## src/rtl/gpio_rb_pkg.sv

```systemverilog
package gpio_rb_pkg;
  localparam int RB_SEL_W = 2;

  typedef enum logic [RB_SEL_W-1:0] {
    SEL_PINS   = 2'd0,
    SEL_DRIVE  = 2'd1,
    SEL_INVERT = 2'd2,
    SEL_DIR    = 2'd3
  } reg_sel_e;

  localparam int RB_NUM_STORED = 3;
endpackage

```

## src/rtl/gpio_rb_store.sv

```systemverilog
module gpio_rb_store
  import gpio_rb_pkg::*;
#(
  parameter int             W       = 8,
  parameter logic [W-1:0]   RST_VAL = '0,
  parameter logic [RB_SEL_W-1:0] MY_SEL = 2'd1
) (
  input  logic                clk,
  input  logic                rst_n,
  input  logic                wr_en,
  input  logic [RB_SEL_W-1:0] reg_sel,
  input  logic [W-1:0]        wr_data,
  output logic                hit,
  output logic [W-1:0]        q
);
  assign hit = wr_en && (reg_sel == MY_SEL);

  always_ff @(posedge clk or negedge rst_n) begin
    if (!rst_n)   q <= RST_VAL;
    else if (hit) q <= wr_data;
  end
endmodule

```

## src/rtl/gpio_rb_rdmux.sv

```systemverilog
module gpio_rb_rdmux
  import gpio_rb_pkg::*;
#(
  parameter int W = 8
) (
  input  logic [RB_SEL_W-1:0] reg_sel,
  input  logic [W-1:0]        pin_sync,
  input  logic [W-1:0]        drive_q,
  input  logic [W-1:0]        invert_q,
  input  logic [W-1:0]        dir_q,
  output logic [W-1:0]        rd_data
);
  function automatic logic [W-1:0] pin_view(input logic [W-1:0] lvl,
                                            input logic [W-1:0] mask);
    return lvl ^ mask;
  endfunction

  always_comb begin
    unique case (reg_sel)
      SEL_PINS:   rd_data = pin_view(pin_sync, invert_q);
      SEL_DRIVE:  rd_data = drive_q;
      SEL_INVERT: rd_data = invert_q;
      default:    rd_data = dir_q;
    endcase
  end
endmodule

```

## src/rtl/gpio_rb_pad.sv

```systemverilog
module gpio_rb_pad #(
  parameter int W = 8
) (
  input  logic [W-1:0] drive_q,
  input  logic [W-1:0] dir_q,
  output logic [W-1:0] pad_out,
  output logic [W-1:0] pad_oe
);
  function automatic logic enable_of(input logic is_input);
    return ~is_input;
  endfunction

  for (genvar b = 0; b < W; b++) begin : g_pad
    assign pad_out[b] = drive_q[b];
    assign pad_oe[b]  = enable_of(dir_q[b]);
  end
endmodule

```

## src/rtl/gpio_regbank.sv

```systemverilog
module gpio_regbank
  import gpio_rb_pkg::*;
#(
  parameter int PINS = 8
) (
  input  logic                clk,
  input  logic                rst_n,
  input  logic [PINS-1:0]     pin_sync,
  input  logic [RB_SEL_W-1:0] reg_sel,
  input  logic                wr_en,
  input  logic [PINS-1:0]     wr_data,
  output logic [PINS-1:0]     rd_data,
  output logic [PINS-1:0]     pad_out,
  output logic [PINS-1:0]     pad_oe
);
  localparam logic [PINS-1:0] ALL_ONE  = {PINS{1'b1}};
  localparam logic [PINS-1:0] ALL_ZERO = '0;

  // index 0: drive, 1: polarity mask, 2: direction
  logic [PINS-1:0]          store_q [RB_NUM_STORED];
  logic [RB_NUM_STORED-1:0] wr_hit;
  logic [PINS-1:0]          drive_q, invert_q, dir_q;

  for (genvar k = 0; k < RB_NUM_STORED; k++) begin : g_store
    localparam logic [PINS-1:0] RV = (k == 1) ? ALL_ZERO : ALL_ONE;
    localparam logic [RB_SEL_W-1:0] SV = RB_SEL_W'(k + 1);
    gpio_rb_store #(.W(PINS), .RST_VAL(RV), .MY_SEL(SV)) u_store (
      .clk     (clk),
      .rst_n   (rst_n),
      .wr_en   (wr_en),
      .reg_sel (reg_sel),
      .wr_data (wr_data),
      .hit     (wr_hit[k]),
      .q       (store_q[k])
    );
  end

  assign drive_q  = store_q[0];
  assign invert_q = store_q[1];
  assign dir_q    = store_q[2];

  gpio_rb_rdmux #(.W(PINS)) u_rdmux (
    .reg_sel  (reg_sel),
    .pin_sync (pin_sync),
    .drive_q  (drive_q),
    .invert_q (invert_q),
    .dir_q    (dir_q),
    .rd_data  (rd_data)
  );

  gpio_rb_pad #(.W(PINS)) u_pad (
    .drive_q (drive_q),
    .dir_q   (dir_q),
    .pad_out (pad_out),
    .pad_oe  (pad_oe)
  );
endmodule

```

## config.mk

```make
export PLATFORM = sky130hd
export DESIGN_NAME = gpio_regbank
export DESIGN_NICKNAME = d
export VERILOG_FILES = /design/src/rtl/gpio_rb_pkg.sv /design/src/rtl/gpio_rb_store.sv /design/src/rtl/gpio_rb_rdmux.sv /design/src/rtl/gpio_rb_pad.sv /design/src/rtl/gpio_regbank.sv
export SDC_FILE = /design/constraint.sdc
export NUM_CORES = 1
export LEC_CHECK = 0
export BUFFER_PORTS_ARGS = -buffer_cell sky130_fd_sc_hd__buf_2
export CORE_ASPECT_RATIO = 0.75
export CORE_MARGIN = 4
export CORE_UTILIZATION = 38
export CTS_CLUSTER_SIZE = 24
export DETAILED_ROUTE_END_ITERATION = 6
export GPL_ROUTABILITY_DRIVEN = 0
export GPL_TIMING_DRIVEN = 1
export PLACE_DENSITY = 0.61
export SLEW_MARGIN = 30
export SYNTH_ARGS = -nofsm -noshare
export SYNTH_HDL_FRONTEND = slang
export SYNTH_SLANG_ARGS = --single-unit
```

## constraint.sdc

```tcl
create_clock -name clk -period 4.15 [get_ports clk]
set_clock_uncertainty 0.2 [all_clocks]
set_input_delay 1.245 -clock clk [delete_from_list [all_inputs] [get_ports clk]]
set_output_delay 1.245 -clock clk [all_outputs]
set_load 0.01 [all_outputs]
```

### After elaboration in Yosys (flattened, before gate mapping)

Index checks and enable logic that the tools add are counted.

* register bits: 24
* word-level logic and storage cells: 20

* equal/unequal tests: 3
* muxes and demuxes: 1
* bitwise gates (word level): 9
* reductions and logical operators: 4

Operators by type and width (number)
* $pmux 8 s3: 1
* $not 1->1: 8
* $xor 8x8->8: 1
* $eq 2x2->1 const B: 2
* $logic_and 1x1->1: 3
* $eq 2x1->1 const B: 1
* $logic_not 2->1: 1

### Depth between registers and ports, before layout

Gate-level depths: netlist of run 1.

* depth after elaboration: 2
* gate-level depth with buffers: 6

### Cells and area by module

A second synthesis of run 1 with hierarchy kept.

* cell total of the unflattened synthesis: 122
* area, all modules: 1420.1 sq um

By module, submodules not included
* gpio_rb_rdmux: times used 1, cells an instance 52, area an instance 370.4 sq um, sequential area each 0.0 sq um
* gpio_rb_store at g_store[0].u_store: times used 1, cells an instance 18, area an instance 324.1 sq um, sequential area each 210.2 sq um
* gpio_rb_store at g_store[2].u_store: times used 1, cells an instance 18, area an instance 321.6 sq um, sequential area each 210.2 sq um
* gpio_rb_store at g_store[1].u_store: times used 1, cells an instance 18, area an instance 314.1 sq um, sequential area each 200.2 sq um
* gpio_rb_pad: times used 1, cells an instance 16, area an instance 90.1 sq um, sequential area each 0.0 sq um

### Worst setup path after synthesis of run 1

No wires, ideal clock.

* path type: in2out
* start: input reg_sel[0]
* end: output rd_data[0]
* arrival: 2.016 ns
* required time: 2.705 ns
* path slack: 0.689 ns
* stages: 5
* cell sequence: buf_6 -> buf_12 -> mux2_4 -> a21oi_1 -> o21ai_1

* cells in the longest elaborated chain, start to end: 2
* elaborated cells between the ends (all ways): 4
* classes of those cells: eq/ne: 2; mux: 1; reduce/logical: 1

RTL lines
* start, declared: RTL line gpio_regbank.sv:9 `input logic [RB_SEL_W-1:0] reg_sel,`
* $eq 2x2->1, or another cell as far along: RTL line gpio_rb_rdmux.sv:19 `unique case (reg_sel)`
* $pmux 8 s3 *: RTL line gpio_rb_rdmux.sv:19
* end, declared: RTL line gpio_regbank.sv:12 `output logic [PINS-1:0] rd_data,`

Mark *: on every way between the ends. The rest lies on a longest branch, timed or not.

### Worst setup path after layout of run 1

* start: input reg_sel[0]
* end: output rd_data[3]

The elaborated chain is that of the path after synthesis.

==> metrics.csv, run 1 <==
metric,value,unit
outcome,completed,
total CTS buffers,3,
1st-pass router iterations,4,
largest net degree at the start of global routing,36,
RSZ-0062 raised after global routing,no,
top-area cell type share of the netlist area,30.8,%
clk_lat worst skew,0.27,ns
R2R cell count,1,
final setup vio count,0,
layout cells sized above 1,64.1,%
"Non-Filler Cell Area, Final",1670,µm²
Post-synth EDFFs,0,
H-tree depth,1,
Seq cells post-synth,24,
critical hold path startpoint,g_store[1].u_store.q[5],
reg2reg setup slack,3.15,ns
die height,59.9,µm
Worst-Margin Slew,0.533,ns
Synth area leaders,"dfstp_2, mux2_2, dfrtp_1, a22oi_1, nor3b_1",
Final ANT Viol Nets,0,
Largest register FFs,24,
final setup TNS,0,ns
initial DRC count,17,
FF-to-FF Start,g_store[1].u_store.q[3],
Most used DFF post-synth,dfstp_2,
asr flop ratio synth,100,%
PD cells,448,nW/µm²
"top cells by count, synth","mux2_2, dfstp_2",
most frequent cell after synthesis,mux2_2,
CTS tree,yes,
initial antenna violation count,0,
die area,4620,µm²
Post-CTS Hold Fix Bufs,0,
DRT Wirelength,2840,µm
Worst EP arrival,2.34,ns
crit path kind,in -> out,
"CTS clk-pin slew, worst paths",0.09,ns
top flop regs,g_store.u_store.q (24),
reg2reg end,g_store[1].u_store.q[3],
fin crit share,91.2,%
Final HPWL DP,2060,µm
Fin Hold WS,0.357,ns
Cells on Worst Hold Path,1,
clock buffer depth,2,
Wirelength per Cell,14.5,µm
Post-Syn Nets,134,
vias in the first global route,1009,
Synth Instances,113,
Synth Warn #,0,
CP Data Required Time,2.70,ns
Area after DPL,1600,µm²
f_max,0.264,GHz
final hold vios,0,
Core Region,3380,µm²
min Tclk post-route,3.79,ns
worst min path class,reg -> reg,
Biggest register,g_store.u_store.q,
Syn Std Cell Area,1360,µm²
Post CTS Setup Buffer Count,0,
Clock Root Buffer,clkbuf_8,
Avg Synthesized Cell Area,12.1,µm²
num ports,45,
maximum VDD drop,0.328,mV
number of library cell types mapped by synthesis,17,
first-pass GRT wire length,4930,µm
via/cell ratio,5.06,
Hold EP,g_store[1].u_store.q[5],
final slew viol count,0,
vias,992,
Area Overhead vs Synth,22.6,%
Die Span X,77.2,µm
CTS Sinks,24,
Remaining DRCs,0,
sequential share of the synthesized area,45.5,%
Total Routing Usage GR,13.3,%
number of buffers inserted by port buffering,44,
Rel. slew slack,64.5,%
FP Rows,18,
Max-Cap Viols,0,
top cell type by total area after synthesis,dfstp_2,
gr ovfl total,0,
Worst Setup End Kind,output pin,
post-cts resize count,0,
nets@finish,178,
P_leak,0.000767,µW
CP max FO,35,
Antenna diodes,0,
CP Launch Type,primary input,
Starting Density,40.4,%
-- cells in the final DEF (no fill, tap or decap) --
| cell type | n |
|---|---|
| a21oi_1 | 8 |
| mux2_2 | 29 |
| o21ai_1 | 3 |
| dfrtp_1 | 8 |
| nand3_4 | 1 |
| inv_1 | 8 |
| nand3b_4 | 2 |
| bufinv_16 | 1 |
| nor2_1 | 8 |
| clkbuf_8 | 3 |
| a22oi_1 | 8 |
| buf_2 | 44 |
| buf_12 | 1 |
| nor3b_1 | 8 |
| o21ai_0 | 5 |
| mux2_4 | 3 |
| dfstp_2 | 16 |
-- report_power, final --
part           internal [µW]  total, µW  leakage [µW]  switching, µW
combinational            115        209      0.000468           94.3
clock                    129        205     0.0000357           75.6
sequential               301        336      0.000263           35.1
total                    544        749      0.000767            205
-- worst max-delay path by stage --
stage	endpoint	startpoint	cells after the start
2_1_floorplan	rd_data[0]	reg_sel[0]	5
3_3_place_gp	rd_data[3]	reg_sel[0]	6
3_5_place_dp	rd_data[3]	reg_sel[0]	6
4_1_cts	rd_data[3]	reg_sel[0]	6
5_1_grt	rd_data[3]	reg_sel[0]	6
6_report	rd_data[3]	reg_sel[0]	6
-- worst max-delay path, stage by stage --
cell and delay, ns:
buf_2 0.10, buf_12 0.20, mux2_2 0.35, a22oi_1 0.17
o21ai_0 0.10, buf_2 0.16
-- kinds of logic after synthesis --
| kind of cell | share of synthesized area [%] |
|---|---|
| AO/OA/AOI/OAI | 10.3 |
| multiplexers | 27.2 |
| AND/OR/NAND/NOR | 10.8 |
| buffers and inverters | 6.15 |
| flip-flops | 45.5 |
-- layout make-up --
| cell class | instances | area [µm²] |
|---|---|---|
| repair buffers | 45 | 240 |
| inverters | 8 | 30.0 |
| multi-input cells | 75 | 659 |
| fillers | 314 | 1710 |
| flip-flops and latches | 24 | 621 |
| clock buffers | 3 | 41.3 |
| well taps | 40 | 50.0 |
| clock inverters | 1 | 30.0 |
-- through the flow --
step	total power, µW	worst slack, ns	utilization, %	std cells
2_1_floorplan	470	0.689	-	113
3_3_place_gp	543	0.402	47.4	192
3_5_place_dp	551	0.367	47.4	192
4_1_cts	758	0.366	49.5	196
5_1_grt	797	0.286	49.5	196
6_report	749	0.364	49.5	196
-- layer usage --
layer / track usage, % / routed length, µm / share of wire [%]
met2: 22.5 / 1320 / 46
met1: 17.1 / 1310 / 46
met3: 4.97 / 214 / 7.5
met4: 1.52 / 0 / 0
met5: 0 / 0 / 0
No activity file was read; power rests on OpenSTA's default activity.
==> inputs of run 2 (changes only) <==
PLACE_DENSITY = 0.6   (was 0.61)
SYNTH_HIERARCHICAL = 1   (was unset)
==> metrics.csv, run 2 <==
metric,value,unit
CP Data Required Time,2.70,ns
Post-CTS Hold Fix Bufs,0,
CP max FO,24,
switch share,27.3,%
maximum VDD drop,0.262,mV
Worst Setup End Kind,output pin,
Clock Root Buffer,clkbuf_8,
Clk pwr share,26.9,%
Post-Syn Nets,140,
"CTS clk-pin slew, worst paths",0.09,ns
CTS Sinks,24,
number of buffers inserted by port buffering,44,
die height,60.7,µm
top flop regs,g_store.u_store/q (24),
Wirelength per Cell,14.3,µm
global routing met1 resource utilization,16.0,%
final setup vio count,0,
total CTS buffers,3,
Die Span X,78.3,µm
Synth Warn #,6,
"commonest non-fill, non-tap cell in the layout",buf_2,
sequential cell area,621,µm²
CP top delay family,buffers and inverters,
largest stage delay on the critical path,0.42,ns
die area,4760,µm²
Area after DPL,1620,µm²
CP Launch Type,primary input,
Buf/Inv on CP,2,
DRT Wirelength,2970,µm
Total Routing Usage GR,13.2,%
initial DRC count,18,
Sw Pwr,206,µW
Largest register FFs,24,
Int Power,547,µW
gr ovfl total,0,
vias,1023,
first-pass GRT wire length,4840,µm
RSZ-0062 raised after global routing,no,
Pwr Total,753,µW
Avg Synthesized Cell Area,11.8,µm²
worst-path cell chain,buf_2 -> mux2_2 -> a21oi_1 -> o21ai_1 -> buf_2,
FP Rows,18,
Synth Instances,119,
Comb power frac,28.5,%
FILL cells,326,
Antenna diodes,0,
H-tree depth,1,
Max-Cap Viols,0,
worst min path class,reg -> reg,
final setup TNS,0,ns
final core utilization,49.5,%
largest net degree at the start of global routing,25,
via/cell ratio,4.92,
sequential group share of total power,44.6,%
min Tclk post-route,3.87,ns
fin crit share,93.3,%
clk_lat worst skew,0.26,ns
Starting Density,41.2,%
crit path kind,in -> out,
clock buffer depth,2,
Worst-Margin Slew,0.520,ns
Area Overhead vs Synth,20.2,%
Post CTS Setup Buffer Count,0,
met2 Resource Use GR,24.3,%
Biggest register,g_store.u_store/q,
Remaining DRCs,0,
Final ANT Viol Nets,0,
"commonest cells after routing, fill and taps aside","buf_2, mux2_2, dfstp_2",
post-cts resize count,0,
M3 GR Usage,4.30,%
Syn Std Cell Area,1410,µm²
initial antenna violation count,0,
reg2reg setup slack,3.14,ns
Most Crowded Layer GR,met2,
num ports,45,
nets@finish,180,
Core Region,3420,µm²
1st-pass router iterations,4,
Rel. slew slack,65.3,%
final slew viol count,0,
layout cells sized above 1,64.6,%
CTS tree,yes,
"Non-Filler Cell Area, Final",1690,µm²
vias in the first global route,1000,
Worst path slowest cell,buf_2,
Worst EP arrival,2.43,ns
PD cells,445,nW/µm²
P_leak,0.000780,µW
f_max,0.258,GHz
outcome,completed,
most frequent CP cell,buf_2,
final hold vios,0,
Final HPWL DP,2180,µm
Multi-input gate area,667,µm²
[run 2: worst paths after layout]
check                                        startpoint                 endpoint  cells past startpoint
worst min-delay path            g_store[1].u_store/q[3]  g_store[1].u_store/q[3]                      1
worst max-delay path                         reg_sel[0]               rd_data[7]                      5
worst max register to register  g_store[1].u_store/q[4]  g_store[1].u_store/q[4]                      1
max in group asynchronous                         rst_n  g_store[0].u_store/q[0]                      1
min in group asynchronous                         rst_n  g_store[1].u_store/q[7]                      1
worst min register to register  g_store[1].u_store/q[3]  g_store[1].u_store/q[3]                      1
[run 2: through the flow]
step           std cells  hold WS [ns]  setup WS, ns
4_1_cts              208         0.369         0.277
5_1_grt              208         0.389         0.190
3_3_place_gp         204         0.330         0.324
2_1_floorplan        119         0.313         0.807
6_report             208         0.367         0.276
3_5_place_dp         204         0.347         0.280
[run 2: final cells by class]
cell class,instances,share of cell area [%]
timing repair buffer,47,14.3
clock inverter,1,1.77
inverter,8,1.77
sequential,24,36.6
tap,50,3.69
clock buffer,3,2.44
multi-input combinational,75,39.4
[run 2: power groups by stage]
stage / logic, µW / registers [µW] / clock network (µW)
6_report: 215 / 336 / 203
5_1_grt: 238 / 343 / 221
4_1_cts: 218 / 336 / 211
3_5_place_dp: 217 / 340 / 0
3_3_place_gp: 212 / 336 / 0
2_1_floorplan: 161 / 329 / 0
[run 2: routing by layer]
metal  part of all wire [%]  wire [µm]
met2                     48       1410
met1                     44       1320
met3                    7.7        229
met5                      0          0
met4                   0.40         12
==> inputs of run 3 (changes only) <==
BUFFER_PORTS_ARGS = -buffer_cell sky130_fd_sc_hd__buf_4   (was -buffer_cell sky130_fd_sc_hd__buf_2)
==> metrics.csv, run 3 (synthesis gave the netlist of run 2 again) <==
metric,value,unit
CP Data Required Time,2.70,ns
"commonest non-fill, non-tap cell in the layout",buf_4,
vias,1024,
Max-Cap Viols,0,
Post-CTS Hold Fix Bufs,0,
gr ovfl total,0,
Worst path slowest cell,mux2_2,
"commonest cells after routing, fill and taps aside","buf_4, mux2_2, dfstp_2",
clock buffer depth,2,
Worst EP arrival,2.31,ns
largest net degree at the start of global routing,29,
RSZ-0062 raised after global routing,no,
Die Span X,78.3,µm
Worst Setup End Kind,output pin,
Worst-Margin Slew,0.325,ns
Final HPWL DP,2140,µm
Remaining DRCs,0,
clk_lat worst skew,0.26,ns
worst-path cell chain,buf_4 -> mux2_2 -> a21oi_1 -> o21ai_1 -> buf_4,
die height,60.7,µm
Area Overhead vs Synth,25.8,%
min Tclk post-route,3.75,ns
Core Region,3420,µm²
die area,4760,µm²
top flop regs,g_store.u_store/q (24),
final setup vio count,0,
Rel. slew slack,78.3,%
number of buffers inserted by port buffering,44,
layout cells sized above 1,64.1,%
via/cell ratio,4.97,
1st-pass router iterations,4,
CTS Sinks,24,
post-cts resize count,0,
Clock Root Buffer,clkbuf_8,
nets@finish,178,
Biggest register,g_store.u_store/q,
FP Rows,18,
Starting Density,41.2,%
outcome,completed,
f_max,0.266,GHz
final slew viol count,0,
Largest register FFs,24,
"CTS clk-pin slew, worst paths",0.08,ns
PD cells,417,nW/µm²
Antenna diodes,0,
crit path kind,in -> out,
final setup TNS,0,ns
maximum VDD drop,0.252,mV
Total Routing Usage GR,13.3,%
largest stage delay on the critical path,0.38,ns
total CTS buffers,3,
CP max FO,28,
initial DRC count,29,
P_leak,0.000800,µW
initial antenna violation count,0,
Final ANT Viol Nets,0,
Fin Hold WS,0.361,ns
DRT Wirelength,3010,µm
first-pass GRT wire length,4950,µm
CP Launch Type,primary input,
CTS tree,yes,
num ports,45,
worst min path class,reg -> reg,
Post CTS Setup Buffer Count,0,
fin crit share,90.4,%
vias in the first global route,1025,
Pwr Total,739,µW
final hold vios,0,
most frequent CP cell,buf_4,
H-tree depth,1,
Wirelength per Cell,14.6,µm
## run 3: cell count changes in the layout (fill, tap and decap cells not counted), sizes merged
cell,change
buf,-2
bufinv,-1
clkbuf,+1
## run 3: report_power, final
group | internal (µW) | switching (µW) | total, µW
clock | 84.6 | 71.4 | 156
sequential | 301 | 36.3 | 337
combinational | 146 | 99.3 | 246
## run 3: critical path, delay by kind of cell
kind	cells	cell delay (ns)
compound gates	2	0.24
buf+inv	2	0.44
mux	1	0.38
## run 3: metrics by stage
step | std cells | area (µm²) | util, % | worst slack (ns)
global route | 206 | 1770 | 51.8 | 0.327
detailed placement | 202 | 1720 | 50.2 | 0.421
finish | 206 | 1770 | 51.8 | 0.396
CTS | 206 | 1770 | 51.8 | 0.417
floorplan | 119 | 1410 | - | 0.807
global placement | 202 | 1720 | 50.2 | 0.452
## run 3: area by class of cell
type | count | area [µm²]
Sequential cell | 24 | 621
Multi-Input combinational cell | 75 | 667
Tap cell | 50 | 62.6
Timing Repair Buffer | 45 | 338
Clock buffer | 4 | 55.1
Inverter | 8 | 30.0
Fill cell | 332 | 1650
## run 3: path summary, 6_finish.rpt
path | startpoint | end | slack (ns) | cells after the start
max reg2reg | g_store[1].u_store/q[1] | g_store[1].u_store/q[1] | 3.16 | 1
min in group asynchronous | rst_n | g_store[1].u_store/q[0] | 0.67 | 1
max in group asynchronous | rst_n | g_store[2].u_store/q[0] | 2.79 | 1
min | g_store[1].u_store/q[3] | g_store[1].u_store/q[3] | 0.36 | 1
min reg2reg | g_store[1].u_store/q[3] | g_store[1].u_store/q[3] | 0.36 | 1
max | reg_sel[0] | rd_data[0] | 0.40 | 5
## run 3: routing by layer
metal	global-route usage, %	vias up	share of wire [%]
met1	15.9	487	46
met2	24.1	39	45
met3	5.04	2	8.4
met5	0	-	0
met4	1.50	0	0.40
li1	-	496	-
